[src/rtl/ldpipe_pkg.sv]
package ldpipe_pkg;
  typedef enum logic [1:0] {
    CAUSE_NONE = 2'd0,
    CAUSE_MISS = 2'd1,
    CAUSE_RAW  = 2'd2,
    CAUSE_RAR  = 2'd3
  } replay_cause_e;

  typedef struct packed {
    logic mmio;
    logic fast;
    logic l2l;
  } ld_flags_t;

  localparam int FLAGS_W = $bits(ld_flags_t);
  localparam int CAUSE_W = $bits(replay_cause_e);
endpackage

[src/rtl/ldpipe_stage_reg.sv]
module ldpipe_stage_reg #(
  parameter int W = 8
) (
  input  logic         clk_i,
  input  logic         rst_ni,
  input  logic         load_i,
  input  logic         v_i,
  input  logic [W-1:0] d_i,
  input  logic         drop_i,
  output logic         v_o,
  output logic [W-1:0] d_o
);
  always_ff @(posedge clk_i or negedge rst_ni) begin
    if (!rst_ni) begin
      v_o <= 1'b0;
    end else if (load_i) begin
      v_o <= v_i;
    end else if (drop_i) begin
      v_o <= 1'b0;
    end
  end

  always_ff @(posedge clk_i or negedge rst_ni) begin
    if (!rst_ni) begin
      d_o <= '0;
    end else if (load_i && v_i) begin
      d_o <= d_i;
    end
  end


  hold_when_stalled_chk: assert property (@(posedge clk_i) disable iff (!rst_ni)
    (!load_i && !drop_i) |=> ($stable(v_o) && $stable(d_o)));
endmodule

[src/rtl/ldpipe_age_flush.sv]
module ldpipe_age_flush #(
  parameter int AGE_W = 6,
  parameter int NUM   = 4
) (
  input  logic                      redir_v_i,
  input  logic [AGE_W-1:0]          redir_age_i,
  input  logic [NUM-1:0][AGE_W-1:0] age_i,
  output logic [NUM-1:0]            flush_o
);
  for (genvar g = 0; g < NUM; g++) begin : g_cmp
    logic [AGE_W-1:0] diff;
    // circular distance: nonzero and under half the age space means younger
    assign diff       = age_i[g] - redir_age_i;
    assign flush_o[g] = redir_v_i && (diff != '0) && !diff[AGE_W-1];
  end
endmodule

[src/rtl/ldpipe_s1_kill.sv]
module ldpipe_s1_kill
  import ldpipe_pkg::*;
(
  input  logic      clk_i,
  input  logic      rst_ni,
  input  logic      s1_v_i,
  input  ld_flags_t flags_i,
  input  logic      fast_match_i,
  input  logic      l2l_ok_i,
  input  logic      flush_i,
  output logic      kill_o
);
  logic fast_bad, l2l_bad;

  assign fast_bad = flags_i.fast && !fast_match_i;
  assign l2l_bad  = flags_i.l2l && !l2l_ok_i;
  assign kill_o   = s1_v_i && (fast_bad || l2l_bad || flush_i);


  kill_needs_load_chk: assert property (@(posedge clk_i) disable iff (!rst_ni)
    kill_o |-> s1_v_i);
endmodule

[src/rtl/ldpipe_s2_resolve.sv]
module ldpipe_s2_resolve
  import ldpipe_pkg::*;
(
  input  logic          clk_i,
  input  logic          rst_ni,
  input  logic          s2_v_i,
  input  logic          mmio_i,
  input  logic          flush_i,
  input  logic          adv_i,
  input  logic          dc_hit_i,
  input  logic          raw_ok_i,
  input  logic          rar_ok_i,
  output replay_cause_e cause_o,
  output logic          fast_wake_o
);
  logic hit_eff;

  // MMIO bypasses the cache, so its hit input is meaningless
  assign hit_eff = mmio_i || dc_hit_i;

  always_comb begin
    if (!hit_eff)       cause_o = CAUSE_MISS;
    else if (!raw_ok_i) cause_o = CAUSE_RAW;
    else if (!rar_ok_i) cause_o = CAUSE_RAR;
    else                cause_o = CAUSE_NONE;
  end

  assign fast_wake_o = s2_v_i && adv_i && !flush_i && !mmio_i && dc_hit_i;


  wake_not_on_miss_chk: assert property (@(posedge clk_i) disable iff (!rst_ni)
    fast_wake_o |-> (cause_o != CAUSE_MISS));


  mmio_no_fast_wake_chk: assert property (@(posedge clk_i) disable iff (!rst_ni)
    (s2_v_i && mmio_i) |-> !fast_wake_o);
endmodule

[src/rtl/ldpipe_ctrl.sv]
module ldpipe_ctrl
  import ldpipe_pkg::*;
#(
  parameter int AGE_W   = 6,
  parameter int VADDR_W = 39,
  parameter int PADDR_W = 36,
  parameter int DATA_W  = 128
) (
  input  logic               clk_i,
  input  logic               rst_ni,
  input  logic               in_valid_i,
  output logic               in_ready_o,
  input  logic [AGE_W-1:0]   in_age_i,
  input  logic [VADDR_W-1:0] in_vaddr_i,
  input  logic               in_mmio_i,
  input  logic               in_fast_i,
  input  logic               in_l2l_i,
  output logic               tlb_req_o,
  output logic [VADDR_W-1:0] tlb_vaddr_o,
  output logic               dc_req_o,
  output logic               mmio_wake_o,
  output logic [AGE_W-1:0]   mmio_wake_age_o,
  input  logic [PADDR_W-1:0] tlb_paddr_i,
  input  logic               s1_fast_match_i,
  input  logic               s1_l2l_ok_i,
  output logic               s1_kill_o,
  input  logic               dc_hit_i,
  input  logic [DATA_W-1:0]  dc_data_i,
  input  logic               raw_ok_i,
  input  logic               rar_ok_i,
  output logic               fast_wake_o,
  output logic [AGE_W-1:0]   fast_wake_age_o,
  input  logic               redirect_valid_i,
  input  logic [AGE_W-1:0]   redirect_age_i,
  input  logic               wb_ready_i,
  output logic               wb_valid_o,
  output logic [AGE_W-1:0]   wb_age_o,
  output logic [DATA_W-1:0]  wb_data_o,
  output logic               lq_upd_valid_o,
  output logic               lq_upd_replay_o,
  output logic [1:0]         lq_upd_cause_o,
  output logic [PADDR_W-1:0] lq_upd_paddr_o
);
  localparam int NSTG = 4;
  localparam int S1_W = AGE_W + FLAGS_W;
  localparam int S2_W = AGE_W + 1 + PADDR_W;
  localparam int S3_W = AGE_W + PADDR_W + CAUSE_W + DATA_W;

  logic [NSTG-1:0][AGE_W-1:0] stg_age;
  logic [NSTG-1:0]            flush;

  logic s1_v, s2_v, s3_v;
  logic s1_free, s2_free, s3_free;
  logic s0_take, s1_kill, s3_out;

  logic [S1_W-1:0] s1_d;
  logic [S2_W-1:0] s2_d;
  logic [S3_W-1:0] s3_d;

  ld_flags_t        in_fl, s1_fl;
  logic [AGE_W-1:0] s1_age, s2_age, s3_age;
  logic             s2_mmio;
  logic [PADDR_W-1:0] s2_pa, s3_pa;
  replay_cause_e    s2_cause, s3_cause;
  logic [DATA_W-1:0] s3_data;

  // ready chain: a stage is free if empty or its successor is free
  assign s3_free    = !s3_v || wb_ready_i;
  assign s2_free    = !s2_v || s3_free;
  assign s1_free    = !s1_v || s2_free;
  assign in_ready_o = s1_free;

  assign stg_age[0] = in_age_i;
  assign stg_age[1] = s1_age;
  assign stg_age[2] = s2_age;
  assign stg_age[3] = s3_age;

  ldpipe_age_flush #(.AGE_W(AGE_W), .NUM(NSTG)) u_flush (
    .redir_v_i   (redirect_valid_i),
    .redir_age_i (redirect_age_i),
    .age_i       (stg_age),
    .flush_o     (flush)
  );

  // s0
  assign in_fl           = '{mmio: in_mmio_i, fast: in_fast_i, l2l: in_l2l_i};
  assign s0_take         = in_valid_i && s1_free && !flush[0];
  assign tlb_req_o       = s0_take;
  assign tlb_vaddr_o     = in_vaddr_i;
  assign dc_req_o        = s0_take && !in_mmio_i;
  assign mmio_wake_o     = s0_take && in_mmio_i;
  assign mmio_wake_age_o = in_age_i;

  // s1
  ldpipe_stage_reg #(.W(S1_W)) u_s1 (
    .clk_i, .rst_ni,
    .load_i (s1_free),
    .v_i    (s0_take),
    .d_i    ({in_age_i, in_fl}),
    .drop_i (s1_kill),
    .v_o    (s1_v),
    .d_o    (s1_d)
  );
  assign {s1_age, s1_fl} = s1_d;

  ldpipe_s1_kill u_kill (
    .clk_i, .rst_ni,
    .s1_v_i       (s1_v),
    .flags_i      (s1_fl),
    .fast_match_i (s1_fast_match_i),
    .l2l_ok_i     (s1_l2l_ok_i),
    .flush_i      (flush[1]),
    .kill_o       (s1_kill)
  );
  assign s1_kill_o = s1_kill;

  // s2
  ldpipe_stage_reg #(.W(S2_W)) u_s2 (
    .clk_i, .rst_ni,
    .load_i (s2_free),
    .v_i    (s1_v && !s1_kill),
    .d_i    ({s1_age, s1_fl.mmio, tlb_paddr_i}),
    .drop_i (flush[2]),
    .v_o    (s2_v),
    .d_o    (s2_d)
  );
  assign {s2_age, s2_mmio, s2_pa} = s2_d;

  ldpipe_s2_resolve u_res (
    .clk_i, .rst_ni,
    .s2_v_i      (s2_v),
    .mmio_i      (s2_mmio),
    .flush_i     (flush[2]),
    .adv_i       (s3_free),
    .dc_hit_i    (dc_hit_i),
    .raw_ok_i    (raw_ok_i),
    .rar_ok_i    (rar_ok_i),
    .cause_o     (s2_cause),
    .fast_wake_o (fast_wake_o)
  );
  assign fast_wake_age_o = s2_age;

  // s3
  ldpipe_stage_reg #(.W(S3_W)) u_s3 (
    .clk_i, .rst_ni,
    .load_i (s3_free),
    .v_i    (s2_v && !flush[2]),
    .d_i    ({s2_age, s2_pa, s2_cause, dc_data_i}),
    .drop_i (flush[3]),
    .v_o    (s3_v),
    .d_o    (s3_d)
  );
  assign s3_age   = s3_d[S3_W-1 -: AGE_W];
  assign s3_pa    = s3_d[DATA_W+CAUSE_W +: PADDR_W];
  assign s3_cause = replay_cause_e'(s3_d[DATA_W +: CAUSE_W]);
  assign s3_data  = s3_d[DATA_W-1:0];

  assign s3_out          = s3_v && !flush[3];
  assign wb_valid_o      = s3_out && (s3_cause == CAUSE_NONE);
  assign wb_age_o        = s3_age;
  assign wb_data_o       = s3_data;
  assign lq_upd_valid_o  = s3_out && wb_ready_i;
  assign lq_upd_replay_o = (s3_cause != CAUSE_NONE);
  assign lq_upd_cause_o  = s3_cause;
  assign lq_upd_paddr_o  = s3_pa;


  dc_with_tlb_chk: assert property (@(posedge clk_i) disable iff (!rst_ni)
    dc_req_o |-> tlb_req_o);


  mmio_no_cache_chk: assert property (@(posedge clk_i) disable iff (!rst_ni)
    mmio_wake_o |-> !dc_req_o);


  wake_lands_in_s3_chk: assert property (@(posedge clk_i) disable iff (!rst_ni)
    fast_wake_o |=> (s3_v && (wb_age_o == $past(fast_wake_age_o))));


  wb_is_clean_update_chk: assert property (@(posedge clk_i) disable iff (!rst_ni)
    (wb_valid_o && wb_ready_i) |-> (lq_upd_valid_o && !lq_upd_replay_o));


  flushed_s3_silent_chk: assert property (@(posedge clk_i) disable iff (!rst_ni)
    (redirect_valid_i && flush[3]) |-> (!wb_valid_o && !lq_upd_valid_o));


  s3_hold_chk: assert property (@(posedge clk_i) disable iff (!rst_ni)
    (s3_v && !wb_ready_i && !redirect_valid_i) |=> (s3_v && $stable(wb_age_o)));
endmodule

[config.mk]
export PLATFORM = sky130hd
export DESIGN_NAME = ldpipe_ctrl
export DESIGN_NICKNAME = d
export VERILOG_FILES = /design/src/rtl/ldpipe_pkg.sv /design/src/rtl/ldpipe_stage_reg.sv /design/src/rtl/ldpipe_age_flush.sv /design/src/rtl/ldpipe_s1_kill.sv /design/src/rtl/ldpipe_s2_resolve.sv /design/src/rtl/ldpipe_ctrl.sv
export SDC_FILE = /design/constraint.sdc
export NUM_CORES = 1
export LEC_CHECK = 0
export CORE_AREA = 2 2 179 181
export CTS_BUF_LIST = sky130_fd_sc_hd__clkbuf_4
export CTS_CLUSTER_DIAMETER = 80
export CTS_CLUSTER_SIZE = 28
export DETAILED_ROUTE_END_ITERATION = 7
export DIE_AREA = 0 0 181 183
export MAX_ROUTING_LAYER = met4
export PLACE_DENSITY_LB_ADDON = 0.25
export SYNTH_ARGS = -nofsm -noshare
export SYNTH_HDL_FRONTEND = slang
export SYNTH_SLANG_ARGS = --single-unit
[constraint.sdc]
create_clock -name clk_i -period 2.9 [get_ports clk_i]
set_clock_uncertainty 0.05 [all_clocks]
set_input_delay 0.435 -clock clk_i [delete_from_list [all_inputs] [get_ports clk_i]]
set_output_delay 0.435 -clock clk_i [all_outputs]
set_load 0.01 [all_outputs]
# Word level (Yosys, flattened, before mapping)
# Cells that the tools add are included.
# totals
out_inout_bits	232
regBits	227
# op_classes
n_mux	9
reduce_logical	57
n_addsub	4
# op_table
op	count
1-bit logical AND	27
6-bit nonzero test	4
6-bit subtractor	4
1-bit zero test	15
2-bit nonzero test	4
1-bit logical OR	6
1-bit two-way mux	6
2-bit two-way mux	3
2-bit zero test	1

# Depth between registers and ports, before layout
# Gate-level depths: netlist of run 1.
# logic_depth
ltp_word	9
depth_mapped	11
ltp_nobuf	10

# Hierarchy
# A second synthesis of run 1 with hierarchy kept.
# hier_totals
cells_unflattened	653
hier_area_um2	10079.7
# modules_own_cells
module	cells_per_inst	instances	seq_area_each_um2	area_per_inst_um2
ldpipe_stage_reg at u_s3	367	1	4329.2	6510.0
ldpipe_stage_reg at u_s2	94	1	1101.1	1794.2
ldpipe_age_flush	104	1	0.0	890.9
ldpipe_ctrl	57	1	0.0	457.9
ldpipe_stage_reg at u_s1	22	1	250.2	374.1
ldpipe_s2_resolve	6	1	0.0	31.3
ldpipe_s1_kill	3	1	0.0	21.3

# Worst setup path after synthesis of run 1
# Ideal clock, no wire load.
# synth_timing
path_type	input-to-output
from	input port redirect_age_i[0]
to	output port fast_wake_o
cell_stages	10
slack_ps	-13
arrival_time_ps	2428
n_path_buf	2
path_cell_list	ha_1 -> fa_1 -> nand2b_1 -> a21oi_1 -> xor2_1 -> o41ai_1 -> o21ba_2 -> buf_2 -> buf_4 -> and3b_1
# synth_via
elab_chain_len	8
# synth_lines
element	line_no	source
from (decl)	ldpipe_ctrl.sv:34	input logic [AGE_W-1:0] redirect_age_i,
6-bit subtractor (*)	ldpipe_age_flush.sv:13	assign diff = age_i[g] - redir_age_i;
6-bit nonzero test	ldpipe_age_flush.sv:14	assign flush_o[g] = redir_v_i && (diff != '0) && !diff[AGE_W-1];
1-bit logical AND	ldpipe_age_flush.sv:14	
1-bit logical AND (*)	ldpipe_age_flush.sv:14	
1-bit zero test (*)	ldpipe_s2_resolve.sv:28	assign fast_wake_o = s2_v_i && adv_i && !flush_i && !mmio_i && dc_hit_i;
1-bit logical AND (*) (3 in series)	ldpipe_s2_resolve.sv:28	
to (decl)	ldpipe_ctrl.sv:31	output logic fast_wake_o,
# Every way passes the cells marked *; elsewhere a longest branch is shown, timed or not.

# Worst setup path in the final report of run 1
# layout_timing
from	register u_s2.d_o[38]
to	output port fast_wake_o
# layout_via
elab_chain_len	8
# layout_lines
element	line_no	source
from (decl)	ldpipe_stage_reg.sv:11	output logic [W-1:0] d_o
from (signal assigned)	ldpipe_stage_reg.sv:27	d_o <= d_i;
6-bit subtractor (*)	ldpipe_age_flush.sv:13	
6-bit nonzero test	ldpipe_age_flush.sv:14	
1-bit logical AND	ldpipe_age_flush.sv:14	
1-bit logical AND (*)	ldpipe_age_flush.sv:14	
1-bit zero test (*)	ldpipe_s2_resolve.sv:28	
1-bit logical AND (*) (3 in series)	ldpipe_s2_resolve.sv:28	
# Marked as above.

==> reports/results.tsv, run 1 <==
metric	value	unit
share of layout cells above drive strength 1	37.1	%
Die Wd	181	um
top_reg_cell synth	dfrtp_1	
initial core utilization	31.5	%
synthesized area	9850	um^2
placed cells	1445	
worst skew pair latency	0.74	ns
P_leak	6.94	nW
CTS Buf Count	14	
Worst VDD drop	596	uV
Simple-Gate Fraction of Synth Area	2.86	%
failing checks	negative setup slack	
CTS sink cnt	227	
Worst-path clk slew	0.28	ns
crit-path max FO	3	
Post-synth ARST share	100	%
Port Buf Inserts	381	
DRC violations left	0	
Most Crowded Layer GR	met2	
vias after detailed routing	7045	
commonest non-fill, non-tap cell in the layout	clkdlybuf4s50_1	
Vias/cell	4.60	
Setup WS post-layout	-0.451	ns
Logic pwr share	55.6	%
worst hold slack	0.148	ns
met2 GRT Util	28.8	%
Pint	10.8	mW
# fillers	2714	
#FFs+latches synth	227	
H-tree Lvls	1	
DRT Pass-1 Iters	4	
status	finished with violations	
Synthesis Warnings	0	
clock root buffer	clkbuf_4	
met3 usage	4.53	%
register share of total power	35.1	%
max-cap violations	0	
Starting DRT DRC Count	154	
I/O Pins	460	
initial antenna violation count	2	
actual slew at the worst max-slew pin	0.643	ns
synthesized netlist net count	927	
crit-path leading delay family	simple AND/OR/NAND/NOR gates	
Nets	1372	
Adder-Cell Fraction of Synth Area	3.35	%
RD Place Congestion	0.763	
Max Clk Rate	298	MHz
RSZ-0062 raised after global routing	true	
DR WL/cell	19.8	um
routing usage on met1	19.7	%
switching share of total power	32.6	%
Layout area overhead	63.1	%
commonest non-fill, non-tap cells in the layout	clkdlybuf4s50_1, dfrtp_1, mux2_4, mux2_2, buf_4	
Avg Cell Area, Syn	14.6	um^2
XOR/XNOR share of the synthesized area	1.51	%
Slew Limit Fails	0	
Post-synth EDFFs	0	
Core Region	31200	um^2
TritonCTS clock tree	done	
endpoint class of the critical path	output port	
P per Cell Area	999	nW/um^2
Crit path required time	2.41	ns
die height	183	um
final WL	30.3	mm
Max Buffers Root-to-Sink	3	
Critical Path Start Type	flop	
Final Hold Viols	0	
CP max stage delay	0.48	ns
first-pass GRT wire length	42.3	mm
# rows	65	
die area	33100	um^2
clock network power share	9.3	%
number of stages on the worst setup path	9	
Reg2Reg Depth	13	
post-route ant nets	0	
Min Clock Period, post-route	3.35	ns
setup_tns	-9.11	ns
Synth Instances	675	
GRT Util Overall	16.8	%
Hold Crit Class	input port to async pin	
Compound-Gate Fraction of Synth Area	2.45	%
worst-path cell with the longest stage delay	or4_1	
largest family of logic cells by synthesized area	multiplexers	
Switch Pwr	5.22	mW
grt total ovfl	0	
Netlist cell types	38	
number of global-route vias before repair	7441	
final core utilization	51.4	%
critical path arrival	2.87	ns
post-synthesis mux area share	25.7	%
crit path kind	flop to output port	
largest net degree at the start of global routing	79	
critical-path cell list	buf_4 > ha_1 > nand2b_1 > a21oi_1 > or4_1 > nand4_1 > o21ba_4 > and3b_1 > buf_2	
Final Cycle Share	116	%
non-filler instance count after layout	1533	
Worst Path Buf+Inv	2	
Pwr Total	16.0	mW
register area share after synthesis	57.7	%
Slew headroom	57.1	%
final setup fails	105	
DP HPWL	20.1	mm
## power groups by stage
stage	Clock, mW	Sequential [mW]	Combinational [mW]
detailed placement	0	5.66	7.18
CTS	1.58	5.59	7.79
finish	1.49	5.63	8.91
floorplan	0	6.11	2.86
global route	1.70	5.85	9.45
global placement	0	5.59	7.11
## kinds of logic after synthesis
logic type	after synthesis
flops	227
compound gates	35
buf+inv	93
simple gates	54
mux	225
xor+xnor	17
fa+ha+maj	24
## final timing paths
check | slack [ns] | startpoint | to
max | -0.45 | u_s2.d_o[38]$_DFFE_PN0P_ | fast_wake_o
min | 0.15 | rst_ni | u_s3.d_o[154]$_DFFE_PN0P_
max in group asynchronous | 1.81 | rst_ni | u_s3.d_o[19]$_DFFE_PN0P_
max reg2reg | -0.17 | u_s2.d_o[38]$_DFFE_PN0P_ | u_s3.d_o[71]$_DFFE_PN0P_
min in group clk_i | 0.22 | dc_data_i[31] | u_s3.d_o[31]$_DFFE_PN0P_
min reg2reg | 0.40 | u_s2.d_o[19]$_DFFE_PN0P_ | u_s3.d_o[149]$_DFFE_PN0P_
## sequential cells by signal (all words and copies together), names as in the netlist
signal,cells
u_s3.d_o,172
u_s2.d_o,43
u_s1.v_o,1
u_s2.v_o,1
u_s3.v_o,1
u_s1.d_o,9
## through the flow
step | area (um^2) | setup slack, ns
after floorplan | 9850 | 0.0613
after global placement | 14200 | -0.898
after detailed placement | 14200 | -0.901
after CTS | 15000 | -0.621
after global routing | 16100 | -0.600
final | 16100 | -0.451
## what timing repair did
item | 4_1_cts | 5_1_grt
setup buffers | 16 | 24
endpoints found under the hold margin | 73 | 0
pin swaps | 20 | 13
gates cloned | 9 | 15
gates resized for setup | 99 | 164
hold buffers | 3 | 0
endpoints found under the setup margin | 181 | 185
## synth_stat cells (3+ instances only)
master    number  area (um^2)
or2_2          3         18.8
xor2_1        10         87.6
a21oi_1       11         55.1
buf_4         68          510
o22ai_1        4         25.0
inv_1         18         67.6
ha_1          20          250
mux2_2       219         2470
nor2b_1        3         18.8
dfrtp_1      227         5680
nand3_1        4         20.0
xnor2_1        7         61.3
and2_1         3         18.8
mux2i_1        6         60.1
nand2b_1       7         43.8
buf_6          4         45.0
fa_1           4         80.1
nor2_1        21         78.8
o31ai_1        3         22.5
nand2_1        5         18.8
o21ai_0        6         30.0
## cell type report
class	instances	area, um^2	share of cell area, %
multi-input cells	355	4240	26.4
well taps	402	503	3.13
clock buffers	17	128	0.795
flip-flops and latches	227	5680	35.4
clock inverters	6	100	0.623
diodes	4	10.0	0.0623
repair buffers	503	5330	33.2
inverters	19	71.3	0.444
## per-layer routing
| metal | vias to the layer above | share of wire, % |
|---|---|---|
| li1 | 3187 | - |
| met1 | 3558 | 41 |
| met2 | 254 | 50 |
| met3 | 46 | 7.0 |
| met4 | 0 | 2.2 |
| met5 | - | 0 |
(Power assumes the default switching activity.)
==> run 2, diff against run 1 <==
--- a/config.mk
+++ b/config.mk
@@ -5,14 +5,15 @@
 export SDC_FILE = /design/constraint.sdc
 export NUM_CORES = 1
 export LEC_CHECK = 0
-export CORE_AREA = 2 2 179 181
+export CORE_AREA = 2 2 176 178
 export CTS_BUF_LIST = sky130_fd_sc_hd__clkbuf_4
 export CTS_CLUSTER_DIAMETER = 80
 export CTS_CLUSTER_SIZE = 28
 export DETAILED_ROUTE_END_ITERATION = 7
-export DIE_AREA = 0 0 181 183
+export DIE_AREA = 0 0 178 180
 export MAX_ROUTING_LAYER = met4
 export PLACE_DENSITY_LB_ADDON = 0.25
 export SYNTH_ARGS = -nofsm -noshare
 export SYNTH_HDL_FRONTEND = slang
+export SYNTH_HIERARCHICAL = 1
 export SYNTH_SLANG_ARGS = --single-unit
==> constraint.sdc (replaced) <==
create_clock -name clk_i -period 3.2 [get_ports clk_i]
set_clock_uncertainty 0.05 [all_clocks]
set_input_delay 0.48 -clock clk_i [delete_from_list [all_inputs] [get_ports clk_i]]
set_output_delay 0.48 -clock clk_i [all_outputs]
set_load 0.01 [all_outputs]
==> run 2 against run 1 <==
The flow still finishes with violations (negative setup slack). Combinational power decreased by 24%. Clock-buffer cell count down 2. Synthesized cell count down 3.3%. Global-route usage is 0.63 points lower. Largest power group unchanged. Die area fell by 3.3%. Setup slack better by 0.42 ns. Sequential cell count did not move. Critical endpoint is now s1_kill_o.
==> reports/results.tsv, run 2 <==
metric	value	unit	change
Min Clock Period, post-route	3.23	ns	
RSZ-0062 raised after global routing	true		
# rows	64		-1.5%
crit-path max FO	3		unchanged
Max Buffers Root-to-Sink	3		unchanged
initial core utilization	33.4	%	+1.9 points
most frequent cells after synthesis	dfrtp_1, mux2_2, buf_4		
share of layout cells above drive strength 1	32.8	%	-4.3 points
Crit path required time	2.67	ns	+0.26 ns
synthesized netlist net count	905		-2.4%
Reg with most FFs	u_s3/d_o		
final setup fails	2		-98%
number of stages on the worst setup path	8		-1
Synthesis Warnings	6		+6
commonest non-fill, non-tap cell in the layout	clkdlybuf4s50_1		
critical path arrival	2.70	ns	-0.17 ns
#FFs+latches synth	227		unchanged
grt total ovfl	0		unchanged
Hold Crit Class	input port to flop		
clock network power share	10.5	%	+1.2 points
CTS Buf Count	15		+1
Starting DRT DRC Count	193		+25%
most common cell in the synthesized netlist	dfrtp_1		
Nets	1273		-7.2%
top_reg_cell synth	dfrtp_1		
Logic pwr share	51.7	%	-3.9 points
Final Cycle Share	101	%	
Switch Pwr	4.27	mW	-18%
synthesized area	10100	um^2	+2.4%
DP HPWL	19.4	mm	-3.5%
initial antenna violation count	3		+1
commonest non-fill, non-tap cells in the layout	clkdlybuf4s50_1, dfrtp_1, mux2_2, mux2_4, buf_4		
Slew Limit Fails	0		unchanged
CP Launch Point	u_s1/d_o[3]$_DFFE_PN0P_		
Worst Path Buf+Inv	2		unchanged
Post-synth ARST share	100	%	unchanged
max reg flops	172		unchanged
GRT Util Overall	16.2	%	-0.63 points
number of global-route vias before repair	6738		-9.4%
Final Hold Viols	0		unchanged
I/O Pins	460		unchanged
reg-to-reg slack, setup	0.19	ns	+0.36 ns
actual slew at the worst max-slew pin	0.589	ns	-0.0535 ns
Post-synth EDFFs	0		unchanged
Core Region	30200	um^2	-3.3%
clock root buffer	clkbuf_4		
Avg Cell Area, Syn	15.4	um^2	+5.8%
DR WL/cell	18.4	um	-7.1%
P per Cell Area	906	nW/um^2	-9.3%
final WL	26.2	mm	-13%
Max Clk Rate	310	MHz	
setup_tns	-0.0394	ns	+9.07 ns
Worst-path clk slew	0.17	ns	-0.11 ns
CP max stage delay	0.43	ns	-0.05 ns
crit-path leading delay family	compound AO/OA/AOI/OAI gates		
top cell type's share of synthesized area	56.4	%	-1.3 points
Die Wd	178	um	-1.7%
Port Buf Inserts	381		unchanged
critical-path cell list	inv_2 > ha_4 > fa_2 > xor2_1 > nand3_1 > o311a_1 > o31a_1 > buf_6		
RR Endpoint	u_s2/d_o[37]$_DFFE_PN0P_		
first-pass GRT wire length	39.3	mm	-7.1%
post-route ant nets	0		unchanged
critical path endpoint	s1_kill_o		
die height	180	um	-1.6%
CTS sink cnt	227		unchanged
status	finished with violations		
largest cells by area after synthesis	dfrtp_1, mux2_2, mux2_4		
RD Place Congestion	0.844		+11%
Crit Reg-Reg Startpoint	u_s1/d_o[3]$_DFFE_PN0P_		
Vias/cell	4.55		-1.0%
max-cap violations	0		unchanged
worst skew pair latency	0.67	ns	-0.07 ns
Layout area overhead	43.7	%	
failing checks	negative setup slack		
worst-path cell with the longest stage delay	dfrtp_1		
register share of total power	37.8	%	+2.7 points
Netlist cell types	38		unchanged
DRT Pass-1 Iters	4		unchanged
Largest regs	u_s3/d_o: 172 flops, u_s2/d_o: 43 flops, u_s1/d_o: 9 flops		
Pwr Total	13.1	mW	-18%
Slew headroom	60.7	%	+3.6 points
Synth area leader	dfrtp_1		
register area share after synthesis	56.4	%	-1.3 points
endpoint class of the critical path	output port		
TritonCTS clock tree	done		
Pint	8.85	mW	-18%
setup slack after placement	-0.587	ns	+0.314 ns
Reg2Reg Depth	12		-1
largest net degree at the start of global routing	85		+7.6%
switching share of total power	32.5	%	-0.047 points
Worst VDD drop	430	uV	-28%
Critical Path Start Type	flop		
H-tree Lvls	1		unchanged
Setup WS post-layout	-0.0277	ns	+0.423 ns
crit path kind	flop to output port		
Synth Instances	653		-3.3%
DRC violations left	0		unchanged
die area	32000	um^2	-3.3%
P_leak	6.18	nW	-11%
vias after detailed routing	6492		-7.8%
==> run 2: changes by cell type after synthesis, sizes merged, moves of 4 or more <==
| cell | change |
|---|---|
| mux2i | -6 |
| o311a | +4 |
| mux2 | +5 |
| nor2 | -15 |
| a21oi | -6 |
| buf | -12 |
| o31a | +5 |
| o21ai | -4 |
| clkbuf | +6 |
| a21o | +4 |
| nor2b | +5 |
| o21a | +6 |
==> run 2: final cells by class <==
type | count | area (um^2)
fillers | 2703 | 15700
flip-flops and latches | 227 | 5680
repair buffers | 419 | 4150
multi-input cells | 340 | 3840
well taps | 396 | 495
clock inverters | 9 | 118
clock buffers | 15 | 113
inverters | 18 | 67.6
diodes | 3 | 7.51
==> run 2: worst register-to-register path, stage by stage, from the launching register on <==
cell	delay [ns]
dfrtp_1	0.43
inv_2	0.07
ha_4	0.16
fa_2	0.36
xor2_1	0.16
nand3_1	0.11
o311a_1	0.38
o31a_1	0.27
buf_4	0.14
nor2b_1	0.18
nand2_4	0.10
buf_12	0.18
mux2_4	0.34
==> run 2: power groups by stage <==
stage          Clock (mW)  Combinational [mW]  Sequential, mW
2_1_floorplan           0                2.93            5.52
3_3_place_gp            0                6.70            5.01
3_5_place_dp            0                6.75            5.06
4_1_cts              1.49                6.82            4.98
5_1_grt              1.59                7.21            5.17
6_report             1.38                6.78            4.96
==> run 2: layer usage <==
metal | GRT usage (%) | vias to the layer above | part of all wire (%)
met3 | 4.48 | 47 | 8.5
met4 | 3.90 | 0 | 1.9
met5 | - | - | 0
met1 | 18.7 | 3223 | 40
met2 | 27.7 | 241 | 49
li1 | - | 2981 | -
==> run 2: worst min-delay path by stage <==
stage / depth (start not counted) / slack, ns / from / to
after floorplan: 0 / 0.13 / rst_ni / u_s1/d_o[0]$_DFFE_PN0P_
after global placement: 1 / 0.43 / u_s2/d_o[7]$_DFFE_PN0P_ / u_s3/d_o[137]$_DFFE_PN0P_
after detailed placement: 1 / 0.44 / u_s2/d_o[29]$_DFFE_PN0P_ / u_s2/d_o[29]$_DFFE_PN0P_
after CTS: 2 / 0.19 / in_age_i[1] / u_s1/d_o[4]$_DFFE_PN0P_
after global routing: 3 / 0.21 / in_age_i[0] / u_s1/d_o[3]$_DFFE_PN0P_
final: 2 / 0.25 / in_age_i[1] / u_s1/d_o[4]$_DFFE_PN0P_
==> run 2: what timing repair did <==
| action | CTS | global route |
|---|---|---|
| gates resized for setup | 41 | 18 |
| setup endpoints to repair | 7 | 25 |
| pin swaps | 14 | 5 |
| hold buffers | 1 | 0 |
| hold endpoints to repair | 73 | 0 |
| buffers inserted | 4 | 2 |
==> run 2: cells by family after synthesis <==
logic type / count (synthesis) / share of synthesized area (%)
AO/OA/AOI/OAI: 34 / 2.58
AND/OR/NAND/NOR: 42 / 3.18
flip-flops: 227 / 56.4
buffers and inverters: 86 / 6.74
adder cells (fa/ha/maj): 24 / 3.28
XOR/XNOR: 16 / 1.39
multiplexers: 224 / 26.5
==> run 2: per-stage QoR <==
stage                     instance area [um^2]  util (%)  hold slack, ns  std cells
after detailed placement                 14100      46.7           0.441       1393
after global routing                     14500      48.0           0.206       1427
after floorplan                          10100         -           0.134        653
after CTS                                14400      47.7           0.190       1422
after global placement                   14100      46.7           0.433       1393
final                                    14500      48.0           0.255       1427
